==> config.mk <==
export PLATFORM = sky130hd
export DESIGN_NAME = dual_warp_issue
export DESIGN_NICKNAME = d
export VERILOG_FILES = /design/src/rtl/ws_pkg.sv /design/src/rtl/ws_pick.sv /design/src/rtl/ws_timer.sv /design/src/rtl/ws_resolve.sv /design/src/rtl/dual_warp_issue.sv
export SDC_FILE = /design/constraint.sdc
export NUM_CORES = 1
export LEC_CHECK = 0
export ABC_AREA = 1
export BUFFER_PORTS_ARGS = -buffer_cell sky130_fd_sc_hd__buf_2
export CELL_PAD_IN_SITES_DETAIL_PLACEMENT = 0
export CELL_PAD_IN_SITES_GLOBAL_PLACEMENT = 1
export CORE_MARGIN = 4
export CORE_UTILIZATION = 43
export CTS_CLUSTER_SIZE = 16
export DETAILED_ROUTE_END_ITERATION = 8
export PLACE_DENSITY_LB_ADDON = 0.1
export SETUP_SLACK_MARGIN = 0.2
export SYNTH_ARGS = -nofsm -noshare
export SYNTH_HDL_FRONTEND = slang
export SYNTH_SLANG_ARGS = --single-unit
==> constraint.sdc <==
create_clock -name clk -period 12.3 [get_ports clk]
set_input_delay 1.23 -clock clk [delete_from_list [all_inputs] [get_ports clk]]
set_output_delay 1.23 -clock clk [all_outputs]
set_load 0.02 [all_outputs]
==> src/rtl/ws_pkg.sv <==
// Shared definitions for the dual warp scheduler: class codes, group
// indices and a small helper. Assumes the 2-bit class code set below.
package ws_pkg;

    typedef enum logic [1:0] {
        CLS_ALU = 2'd0,
        CLS_SFU = 2'd1,
        CLS_LSU = 2'd2,
        CLS_DP  = 2'd3
    } cls_e;

    localparam int GRP_ALU0 = 0;
    localparam int GRP_ALU1 = 1;
    localparam int GRP_SFU  = 2;
    localparam int GRP_LSU  = 3;
    localparam int NUM_GRP  = 4;
    localparam int NUM_TMR  = NUM_GRP + 2;  // four groups plus two issue slots

    function automatic int imax(int a, int b);
        return (a > b) ? a : b;
    endfunction

endpackage

==> src/rtl/ws_pick.sv <==
// Per-scheduler selector. Picks the most urgent eligible warp and
// breaks ties round-robin from ptr upward, wrapping at NW.
// Assumes elig already folds in readiness and resource availability.
module ws_pick #(
    parameter int NW = 8,
    parameter int PW = 2,
    parameter int WW = $clog2(NW)
) (
    input  logic [WW-1:0]    ptr,
    input  logic [NW-1:0]    elig,
    input  logic [PW*NW-1:0] prio,
    output logic             valid,
    output logic [WW-1:0]    warp
);
    localparam int NLVL = 1 << PW;

    logic [NLVL-1:0] lvl_hit;
    logic [PW-1:0]   best;

    function automatic int wrap_idx(int a);
        return (a >= NW) ? a - NW : a;
    endfunction

    // Mark each priority level held by at least one eligible warp.
    always_comb begin
        lvl_hit = '0;
        for (int w = 0; w < NW; w++) begin
            if (elig[w]) lvl_hit[prio[w*PW +: PW]] = 1'b1;
        end
    end

    // Highest populated priority level.
    always_comb begin
        best = '0;
        for (int p = 0; p < NLVL; p++) begin
            if (lvl_hit[p]) best = PW'(p);
        end
    end

    // First eligible warp at that level, searching upward from ptr.
    always_comb begin
        valid = 1'b0;
        warp  = '0;
        for (int i = 0; i < NW; i++) begin
            if (!valid && elig[wrap_idx(int'(ptr) + i)]
                && prio[wrap_idx(int'(ptr) + i)*PW +: PW] == best) begin
                valid = 1'b1;
                warp  = WW'(wrap_idx(int'(ptr) + i));
            end
        end
    end

endmodule

==> src/rtl/ws_timer.sv <==
// Occupancy timer. A load holds busy for len cycles, the load cycle
// included, so busy shows for len-1 cycles afterwards.
// Assumes load only arrives while idle and len is at least 1.
module ws_timer #(
    parameter int CW = 4
) (
    input  logic          clk,
    input  logic          rst_n,
    input  logic          load,
    input  logic [CW-1:0] len,
    output logic          busy
);
    logic [CW-1:0] cnt;

    // Count remaining occupied cycles.
    always_ff @(posedge clk) begin
        if (!rst_n)         cnt <= '0;
        else if (load)      cnt <= len - CW'(1);
        else if (cnt != '0) cnt <= cnt - CW'(1);
    end

    assign busy = (cnt != '0);

endmodule

==> src/rtl/ws_resolve.sv <==
// Conflict resolution between the two candidates. Shared-group clashes
// and any double-precision candidate force a single grant, decided by
// cycle parity (0 = scheduler 0 wins).
module ws_resolve
    import ws_pkg::*;
(
    input  logic [1:0] cand_v,
    input  logic [1:0] cls0,
    input  logic [1:0] cls1,
    input  logic       phase,
    output logic [1:0] grant
);
    logic clash;

    // Detect whether both candidates may not issue together.
    always_comb begin
        clash = 1'b0;
        if (cand_v == 2'b11) begin
            if (cls0 == cls1 && (cls0 == CLS_SFU || cls0 == CLS_LSU)) clash = 1'b1;
            if (cls0 == CLS_DP || cls1 == CLS_DP)                     clash = 1'b1;
        end
    end

    // Drop the loser of a clash.
    always_comb begin
        grant[0] = cand_v[0] && !(clash && phase);
        grant[1] = cand_v[1] && !(clash && !phase);
    end

endmodule

==> src/rtl/dual_warp_issue.sv <==
// Top of the dual warp scheduler. Two selectors feed a resolver, and
// timers track group occupancy and each scheduler's issue slot.
// Assumes operand readiness is supplied externally per warp.
module dual_warp_issue
    import ws_pkg::*;
#(
    parameter int NW        = 8,
    parameter int ALU_CYC   = 2,
    parameter int SFU_CYC   = 8,
    parameter int LSU_CYC   = 2,
    parameter int DP_CYC    = 2,
    parameter int ISSUE_CYC = 2,
    localparam int WW       = $clog2(NW)
) (
    input  logic            clk,
    input  logic            rst_n,
    input  logic [NW-1:0]   s0_ready,
    input  logic [2*NW-1:0] s0_cls,
    input  logic [2*NW-1:0] s0_prio,
    input  logic [NW-1:0]   s1_ready,
    input  logic [2*NW-1:0] s1_cls,
    input  logic [2*NW-1:0] s1_prio,
    output logic            s0_issue,
    output logic [WW-1:0]   s0_warp,
    output logic [1:0]      s0_unit,
    output logic            s1_issue,
    output logic [WW-1:0]   s1_warp,
    output logic [1:0]      s1_unit,
    output logic [3:0]      grp_busy
);
    localparam int MAXC = imax(imax(imax(ALU_CYC, SFU_CYC), imax(LSU_CYC, DP_CYC)), ISSUE_CYC);
    localparam int CW   = $clog2(MAXC + 1);

    logic [NW-1:0]   rdy   [2];
    logic [2*NW-1:0] clsv  [2];
    logic [2*NW-1:0] priov [2];
    logic [NW-1:0]   elig  [2];
    logic [3:0]      cls_ok[2];
    logic [WW-1:0]   ptr   [2];
    logic [WW-1:0]   cand_w[2];
    logic [1:0]      ccls  [2];
    logic [1:0]      cand_v;
    logic [1:0]      grant;
    logic            phase;
    logic            dp_any;
    logic [NUM_TMR-1:0] t_busy;
    logic [NUM_TMR-1:0] t_load;
    logic [CW-1:0]      t_len [NUM_TMR];

    assign rdy[0]   = s0_ready;
    assign rdy[1]   = s1_ready;
    assign clsv[0]  = s0_cls;
    assign clsv[1]  = s1_cls;
    assign priov[0] = s0_prio;
    assign priov[1] = s1_prio;

    // Cycle parity used for conflict arbitration.
    always_ff @(posedge clk) begin
        if (!rst_n) phase <= 1'b0;
        else        phase <= ~phase;
    end

    // Which classes each scheduler could issue to right now.
    always_comb begin
        for (int s = 0; s < 2; s++) begin
            cls_ok[s][CLS_ALU] = !t_busy[s];
            cls_ok[s][CLS_SFU] = !t_busy[GRP_SFU];
            cls_ok[s][CLS_LSU] = !t_busy[GRP_LSU];
            cls_ok[s][CLS_DP]  = !t_busy[GRP_ALU0] && !t_busy[GRP_ALU1];
        end
    end

    for (genvar s = 0; s < 2; s++) begin : g_sched
        for (genvar w = 0; w < NW; w++) begin : g_elig
            assign elig[s][w] = rdy[s][w] && !t_busy[NUM_GRP + s]
                                && cls_ok[s][clsv[s][2*w +: 2]];
        end

        ws_pick #(.NW(NW), .PW(2), .WW(WW)) u_pick (
            .ptr   (ptr[s]),
            .elig  (elig[s]),
            .prio  (priov[s]),
            .valid (cand_v[s]),
            .warp  (cand_w[s])
        );

        assign ccls[s] = clsv[s][{cand_w[s], 1'b0} +: 2];

        // Round-robin pointer moves past the granted warp.
        always_ff @(posedge clk) begin
            if (!rst_n)        ptr[s] <= '0;
            else if (grant[s]) ptr[s] <= (int'(cand_w[s]) == NW - 1) ? '0 : cand_w[s] + WW'(1);
        end
    end

    ws_resolve u_resolve (
        .cand_v (cand_v),
        .cls0   (ccls[0]),
        .cls1   (ccls[1]),
        .phase  (phase),
        .grant  (grant)
    );

    assign dp_any = (grant[0] && ccls[0] == CLS_DP) || (grant[1] && ccls[1] == CLS_DP);

    // Timer loads and lengths for groups and issue slots.
    always_comb begin
        for (int s = 0; s < 2; s++) begin
            t_load[s]           = dp_any || (grant[s] && ccls[s] == CLS_ALU);
            t_len[s]            = dp_any ? CW'(DP_CYC) : CW'(ALU_CYC);
            t_load[NUM_GRP + s] = dp_any || grant[s];
            t_len[NUM_GRP + s]  = dp_any ? CW'(DP_CYC) : CW'(ISSUE_CYC);
        end
        t_load[GRP_SFU] = (grant[0] && ccls[0] == CLS_SFU) || (grant[1] && ccls[1] == CLS_SFU);
        t_len[GRP_SFU]  = CW'(SFU_CYC);
        t_load[GRP_LSU] = (grant[0] && ccls[0] == CLS_LSU) || (grant[1] && ccls[1] == CLS_LSU);
        t_len[GRP_LSU]  = CW'(LSU_CYC);
    end

    for (genvar t = 0; t < NUM_TMR; t++) begin : g_tmr
        ws_timer #(.CW(CW)) u_tmr (
            .clk   (clk),
            .rst_n (rst_n),
            .load  (t_load[t]),
            .len   (t_len[t]),
            .busy  (t_busy[t])
        );
    end

    assign s0_issue = grant[0];
    assign s0_warp  = cand_w[0];
    assign s0_unit  = ccls[0];
    assign s1_issue = grant[1];
    assign s1_warp  = cand_w[1];
    assign s1_unit  = ccls[1];
    assign grp_busy = t_busy[NUM_GRP-1:0];

endmodule

==> flow_summary.json, run 1 <==
{
  "hold_path.class": "reg2reg",
  "ios": 98,
  "syn_area_um2": 7150,
  "cts_root_buffer": "clkbuf_16",
  "cts.sinks": 31,
  "dr_wl_met3_um": 1370,
  "period_share": 0.570,
  "dpl_cell_area_um2": 7730,
  "grt_pass1_wl_um": 38800,
  "drv_slew": 0,
  "dr.pass1.iters": 7,
  "syn_area_per_cell_um2": 5.36,
  "grt_use_total": 0.259,
  "clk_latency_ps": 280,
  "gp_routability_congestion": 0.914,
  "multi_input_area_um2": 5490,
  "synth_edf_count": 6,
  "die_width_um": 137,
  "grt_max_degree": 41,
  "ys_types": 46,
  "die_area_um2": 18700,
  "setup_viol": 0,
  "wl_met1_um": 11000,
  "synthToLayoutAreaGrowth_pct": 10.3,
  "fmax_mhz": 143,
  "grt_setup_unrepaired": "no",
  "r2r-start": "ptr[1][1]",
  "cp.required_ps": 11070,
  "drive_gt1_frac": 0.135,
  "routed.top_layer": "met4",
  "first_global_vias": 7724,
  "fin_crit_ps": 7010,
  "start_util": 0.445,
  "antenna_found_initial": 0,
  "diodes": 0,
  "wl_met2_um": 11400,
  "tightest_slew_ps": 976,
  "crit_type": "reg2out",
  "wl_per_cell_um": 15.1,
  "regArea_um2": 681,
  "yosys_warnings": 0,
  "seq_area_frac_synth": 0.0952,
  "design_area_um2": 7890,
  "remaining_drc_errors": 0,
  "synthFlopType": "dfxtp_1",
  "die_y_um": 137,
  "instances_no_fill": 1620,
  "ys_seq_elements": 31,
  "clock_path_buffers": 2,
  "numCtsBuffers": 5,
  "dp.cells": 1612,
  "cp-start-kind": "register",
  "cts_resized": 0,
  "maxCapViolCount": 0,
  "worstHoldStart": "phase",
  "max-slew-margin-rel": 0.349,
  "critPathMaxFanout": 19,
  "core_um2": 16100,
  "hpwl_um": 20100,
  "crit_path_start": "ptr[1][1]",
  "vias": 8519,
  "postCtsSetupBuffers": 0,
  "synthCells": 1334,
  "synth_top_cells_by_count": "nand2_1 (374), inv_1 (197), nand3_1 (188), nor2_1 (136), o21ai_0 (89)",
  "clkTransAtPathRegs_ps": 50,
  "finalClockSkew_ps": 6.19,
  "status": "finished, final reports clean",
  "synthTopCellsByArea": "nand2_1 (20%), nand3_1 (13%), inv_1 (10%)",
  "overflow": 0,
  "antenna_left": 0,
  "cts_tree": "yes",
  "h-tree-depth": 2,
  "crit_path_end_kind": "output port",
  "hold_buffers": 0,
  "wl_um": 24500,
  "final.setup.tns_ps": 0,
  "fin_nets": 1521,
  "ys_async_sr_fraction": 0,
  "synth_top_area_frac": 0.196,
  "crit_arrival_ps": 5780,
  "synth.net_count": 1452,
  "yosysMostFrequentCell": "nand2_1",
  "finalHoldViolCount": 0,
  "port_buffers": 97,
  "rows": 46,
  "drt_iter0_drc": 626,
  "fill_cells": 1856,
  "vias_per_cell": 5.26,
  "yosysTopAreaCell": "nand2_1"
}
==> stage by stage <==
stage / utilization / setup slack, ps / hold slack, ps
final: 0.491 / 5290 / 449
after global routing: 0.491 / 4750 / 488
after CTS: 0.491 / 5330 / 450
after detailed placement: 0.481 / 5640 / 438
after global placement: 0.481 / 5660 / 429
after floorplan: - / 6590 / 414
==> layout by cell type, fill, tap and decap left out, drive strengths merged <==
| cell type | n |
|---|---|
| nand2 | 405 |
| inv | 208 |
| nand3 | 199 |
| nor2 | 150 |
| o21ai | 101 |
| buf | 99 |
| nand4 | 62 |
| ha | 36 |
| dfxtp | 25 |
| xor2 | 18 |
| mux2i | 17 |
| a21oi | 17 |
| nor3 | 15 |
| nand3b | 8 |
| or2 | 8 |
| clkbuf | 7 |
| edfxtp | 6 |
| clkinv | 4 |
| or3 | 3 |
| o21a | 3 |
| and2 | 3 |
| o21bai | 2 |
| xnor2 | 2 |
| o211ai | 2 |
| a31oi | 2 |
| o22ai | 1 |
| o311ai | 1 |
==> state kept, by name, summed over array words and instances (netlist names) <==
register,cells
g_tmr.u_tmr.cnt,24
ptr,6
phase,1
==> path summary, 6_finish.rpt <==
path | to | slack (ps) | depth (start not counted)
worst min register to register | phase | 450 | 1
worst max-delay path | s1_issue | 5290 | 27
worst min-delay path | phase | 450 | 1
worst max register to register | ptr[0][0] | 6500 | 29
==> cells by family after synthesis <==
logic type | Yosys count | synth area share
flops | 31 | 0.0952
buf+inv | 248 | 0.137
xor+xnor | 20 | 0.0245
mux | 17 | 0.0238
fa+ha+maj | 36 | 0.0630
simple gates | 853 | 0.561
compound gates | 129 | 0.0954
==> cell type report <==
cell class              instances  share of cell area
clock buffers                   7              0.0194
flip-flops and latches         31              0.0863
multi-input cells            1055               0.695
clock inverters                 1            0.000793
inverters                     211               0.100
repair buffers                 99              0.0635
well taps                     216              0.0343
==> per-layer routing <==
metal | GRT usage | up-vias
met2 | 0.457 | 282
li1 | - | 4430
met1 | 0.335 | 3755
met3 | 0.0265 | 52
met5 | 0 | -
met4 | 0.0671 | 0
==> worst max-delay path, cell delays in order, from the launching register on <==
cell	delay, ps
edfxtp_1	760
inv_1	450
ha_1	730
clkinv_1	380
o21ai_0	260
inv_1	80
o21ai_0	280
inv_1	110
nand3_1	90
nand2_1	50
nor2_1	260
nor2_4	60
nand3_1	100
nor2_1	50
nor2_1	120
nand3_1	110
o21ai_1	480
nand2_1	140
nand2_1	100
nand2_1	50
nand2_1	140
nor2_2	60
nor2_1	110
nand2_2	80
nand2_2	100
nand2_2	90
inv_2	80
buf_2	160
Power of run 1 is not shown: default switching activity piles up to over one toggle a cycle in this logic, so the estimate is an artifact.
==> inputs of run 2 (changes only) <==
CORE_UTILIZATION = 40   (was 43)
clock period = 6.6 ns   (was 12.3 ns; I/O delays follow)
==> run 2 against run 1 <==
Global-route usage is 1.8 points lower. First-iteration DRC count fell by 1.3%. Via count down 0.28%. Register-to-register slack got worse by 5000 ps. Die area up 7.1%. Final area increased by 1.3%. Setup slack worse by 4500 ps. Utilization down 3.2 points. Count of clock-buffer cells in the layout unchanged. Final cell count is 1.2% higher. Wire length is 1.5% higher.
==> flow_summary.json, run 2 (synthesis gave the netlist of run 1 again) <==
{
  "crit_arrival_ps": 5110,
  "crit_type": "reg2out",
  "tightest_slew_ps": 862,
  "r2r-start": "g_tmr[2].u_tmr.cnt[0]",
  "hold_buffers": 0,
  "wl_um": 24900,
  "numCtsBuffers": 5,
  "vias_per_cell": 5.18,
  "start_util": 0.410,
  "worst_path_max_delay_cell": "nor2_2",
  "clkTransAtPathRegs_ps": 60,
  "grt_use_total": 0.240,
  "maxCapViolCount": 0,
  "cp.required_ps": 5940,
  "layout_commonest_cell": "nand2_1",
  "hold-path-cell-count": 1,
  "fin_nets": 1531,
  "die_area_um2": 20100,
  "h-tree-depth": 2,
  "vias": 8495,
  "setup_viol": 0,
  "grt_setup_unrepaired": "no",
  "dpl_cell_area_um2": 7820,
  "synthToLayoutAreaGrowth_pct": 11.8,
  "r2r_end": "ptr[1][1]",
  "clk_latency_ps": 280,
  "grt_max_degree": 41,
  "core_um2": 17400,
  "drt_iter0_drc": 618,
  "fin_crit_ps": 5770,
  "first_global_vias": 7675,
  "port_buffers": 97,
  "cts_root_buffer": "clkbuf_16",
  "regMostFlops": "g_tmr.u_tmr.cnt",
  "top_regs": "g_tmr.u_tmr.cnt: 24 flops, ptr: 6 flops, phase: 1 flops",
  "critPathMaxFanout": 12,
  "finalHoldViolCount": 0,
  "cp-start-kind": "register",
  "setup_slack_ps": 826,
  "gp_routability_congestion": 0.918,
  "hold_path.class": "reg2reg",
  "whs_endpoint": "phase",
  "remaining_drc_errors": 0,
  "overflow": 0,
  "dr.pass1.iters": 6,
  "final_cell_mix": "nand2_1 (374), inv_1 (197), nand3_1 (188)",
  "finalClockSkew_ps": 6.96,
  "rows": 48,
  "worstHoldStart": "phase",
  "final.setup.tns_ps": 0,
  "drive_gt1_frac": 0.144,
  "dpl_worst_slack_ps": 1060,
  "largest_reg_flops": 24,
  "crit_top_cell": "nand2_1",
  "hpwl_um": 20700,
  "diodes": 0,
  "period_share": 0.875,
  "clock_path_buffers": 2,
  "status": "finished, final reports clean",
  "crit_path_end_kind": "output port",
  "max-slew-margin-rel": 0.425,
  "design_area_um2": 7990,
  "die_width_um": 142,
  "crit_family": "simple AND/OR/NAND/NOR gates",
  "instances_no_fill": 1639,
  "ff2ff_path_depth": 31,
  "dp.cells": 1631,
  "antenna_left": 0,
  "antenna_found_initial": 0,
  "wl_per_cell_um": 15.2,
  "r2r_slack_ps": 1510,
  "slowest_delay_ps": 370,
  "fmax_mhz": 173,
  "drv_slew": 0,
  "die_y_um": 142,
  "cts.sinks": 31,
  "path_buf_inv": 5,
  "grt_pass1_wl_um": 39300,
  "cts_tree": "yes",
  "ios": 98,
  "crit_cells": 30
}
==> run 2: cell types whose count changed in the layout (fill, tap and decap cells not counted), sizes merged <==
| cell | before | now |
|---|---|---|
| buf | 99 | 109 |
| inv | 208 | 207 |
| clkinv | 4 | 5 |
==> run 2: area by class of cell <==
class,instances,area [um2]
inverters,211,792
well taps,225,282
multi-input cells,1055,5500
clock buffers,7,164
clock inverters,1,5.00
flip-flops and latches,31,681
repair buffers,109,576
fillers,1973,9420
==> run 2: worst max-delay path by stage <==
stage                          startpoint       end  slack [ps]
global placement    g_tmr[1].u_tmr.cnt[0]  s1_issue        1060
detailed placement  g_tmr[2].u_tmr.cnt[0]  s1_issue        1060
CTS                 g_tmr[2].u_tmr.cnt[0]  s1_issue         730
global route        g_tmr[2].u_tmr.cnt[1]  s1_issue         270
floorplan                       ptr[0][0]  s0_issue        1460
finish              g_tmr[2].u_tmr.cnt[0]  s1_issue         830
==> run 2: layer usage <==
metal  up-vias  part of all wire  track usage
met3        40             0.049       0.0300
met2       266              0.48        0.423
li1       4461                 -            -
met1      3728              0.45        0.311
met4         0             0.025       0.0586
met5         -                 0            0
==> run 2: worst register-to-register path: cells and delay by family, from the launching register on <==
family,cells,cell delay (ps)
AND/OR/NAND/NOR,24,3320
buffers and inverters,4,400
flip-flops,1,330
XOR/XNOR,1,140
adder cells (fa/ha/maj),2,650
==> run 2: repair_timing <==
| action | in CTS | in global routing |
|---|---|---|
| buffers inserted | 0 | 0 |
| setup endpoints to repair | 0 | 2 |
| gates resized for setup | 0 | 5 |
==> run 2: stage by stage <==
| step | hold WS (ps) | utilization |
|---|---|---|
| final | 453 | 0.459 |
| after global routing | 485 | 0.459 |
| after CTS | 456 | 0.458 |
| after detailed placement | 442 | 0.449 |
| after global placement | 430 | 0.449 |
| after floorplan | 414 | - |
Power of run 2 is left out for the same reason.
==> inputs of run 3 (changes only) <==
CORE_UTILIZATION = 43   (was 40)
CTS_BUF_LIST = sky130_fd_sc_hd__clkbuf_8 sky130_fd_sc_hd__clkbuf_16   (was not set)
clock period = 6.9 ns   (was 6.6 ns; I/O delays follow)
==> run 3 against run 2 <==
Hold slack got worse by 2.3 ps. Die area fell by 6.6%. Setup slack got worse by 39 ps. Largest cell class unchanged. Final area fell by 0.95%. Via count rose by 0.67%. Clock skew rose by 1.5 ps. Register-to-register slack got worse by 30 ps. Sequential share of layout area rose by 0.082 points. Global-route usage rose by 1.9 points.
==> flow_summary.json, run 3 (synthesis gave the netlist of run 1 again) <==
{
  "status": "finished, final reports clean",
  "layout_commonest_cell": "nand2_1",
  "tightest_slew_ps": 897,
  "multi_input_area_um2": 5490,
  "hold_buffers": 0,
  "grt_max_degree": 41,
  "cts_root_buffer": "clkbuf_16",
  "cts_tree": "yes",
  "critPathMaxFanout": 19,
  "crit_arrival_ps": 5420,
  "ios": 98,
  "fmax_mhz": 164,
  "top_regs": "g_tmr.u_tmr.cnt: 24 flops, ptr: 6 flops, phase: 1 flops",
  "cp-start-kind": "register",
  "port_buffers": 97,
  "core_um2": 16100,
  "worst_path_max_delay_cell": "edfxtp_1",
  "postCtsSetupBuffers": 0,
  "crit_path_end_kind": "output port",
  "crit_top_cell": "nand2_1",
  "finalClockSkew_ps": 8.49,
  "drv_slew": 0,
  "maxCapViolCount": 0,
  "largest_reg_flops": 24,
  "setup_viol": 0,
  "diodes": 0,
  "remaining_drc_errors": 0,
  "die_y_um": 137,
  "fin_crit_ps": 6110,
  "vias_per_cell": 5.27,
  "period_share": 0.886,
  "fin_nets": 1525,
  "hpwl_um": 20200,
  "numCtsBuffers": 5,
  "clk_latency_ps": 280,
  "max-slew-margin-rel": 0.401,
  "rows": 46,
  "finalHoldViolCount": 0,
  "start_util": 0.445,
  "fill_cells": 1842,
  "grt_use_total": 0.259,
  "dr.pass1.iters": 5,
  "drt_iter0_drc": 628,
  "first_global_vias": 7645,
  "gp_routability_congestion": 0.914,
  "antenna_left": 0,
  "setup_slack_ps": 786,
  "synthToLayoutAreaGrowth_pct": 10.8,
  "wl_per_cell_um": 15.1,
  "cts.sinks": 31,
  "h-tree-depth": 2,
  "cts_resized": 0,
  "final.setup.tns_ps": 0,
  "antenna_found_initial": 0,
  "clkTransAtPathRegs_ps": 60,
  "grt_setup_unrepaired": "no",
  "regArea_um2": 681,
  "regMostFlops": "g_tmr.u_tmr.cnt",
  "die_width_um": 137,
  "clock_path_buffers": 2,
  "overflow": 0,
  "die_area_um2": 18700,
  "final_cell_mix": "nand2_1 (374), inv_1 (197), nand3_1 (188)",
  "wl_um": 24500,
  "drive_gt1_frac": 0.137,
  "crit_type": "reg2out",
  "hold_path.class": "reg2reg",
  "dpl_worst_slack_ps": 1110,
  "cp.required_ps": 6210,
  "vias": 8552,
  "slowest_delay_ps": 780,
  "grt_pass1_wl_um": 38900
}
-- run 3: cell count changes in the layout (fill, tap and decap cells not counted) --
cell	previous run	this run
buf_4	12	6
clkbuf_16	6	5
clkbuf_8	1	2
clkinv_2	1	0
ha_1	32	36
ha_2	4	0
inv_4	0	1
o21ai_0	88	89
o21ai_1	12	11
-- run 3: stage by stage --
| step | utilization | cell area, um2 | instances | hold WS, ps |
|---|---|---|---|---|
| 6_report | 0.493 | 7920 | 1624 | 451 |
| 3_3_place_gp | 0.483 | 7760 | 1616 | 434 |
| 2_1_floorplan | - | 7150 | 1334 | 414 |
| 3_5_place_dp | 0.483 | 7760 | 1616 | 442 |
| 5_1_grt | 0.493 | 7920 | 1624 | 502 |
| 4_1_cts | 0.493 | 7920 | 1624 | 457 |
-- run 3: worst paths after layout --
| kind | startpoint | depth (start not counted) | end | slack, ps |
|---|---|---|---|---|
| worst max register to register | ptr[1][1] | 29 | ptr[0][2] | 1480 |
| worst min register to register | phase | 1 | phase | 450 |
| worst max-delay path | ptr[1][1] | 27 | s1_issue | 790 |
| worst min-delay path | phase | 1 | phase | 450 |
-- run 3: final cells by class --
cell class              instances  share of cell area
clock buffers                   7              0.0193
clock inverters                 1            0.000790
inverters                     211               0.100
multi-input cells            1055               0.693
flip-flops and latches         31              0.0860
well taps                     216              0.0341
repair buffers                103              0.0670
-- run 3: metal layers --
metal  track usage  vias up  share of wire
li1              -     4453              -
met1         0.338     3781           0.45
met2         0.471      297           0.48
met3        0.0309       21          0.063
met4        0.0288        0          0.012
met5             0        -              0
-- run 3: worst max-delay path: cells and delay by family, from the launching register on --
kind | cells | cell delay, ps
fa+ha+maj | 1 | 640
compound gates | 3 | 1010
flops | 1 | 780
simple gates | 17 | 1760
buf+inv | 6 | 960
Power of run 3 is left out for the same reason.
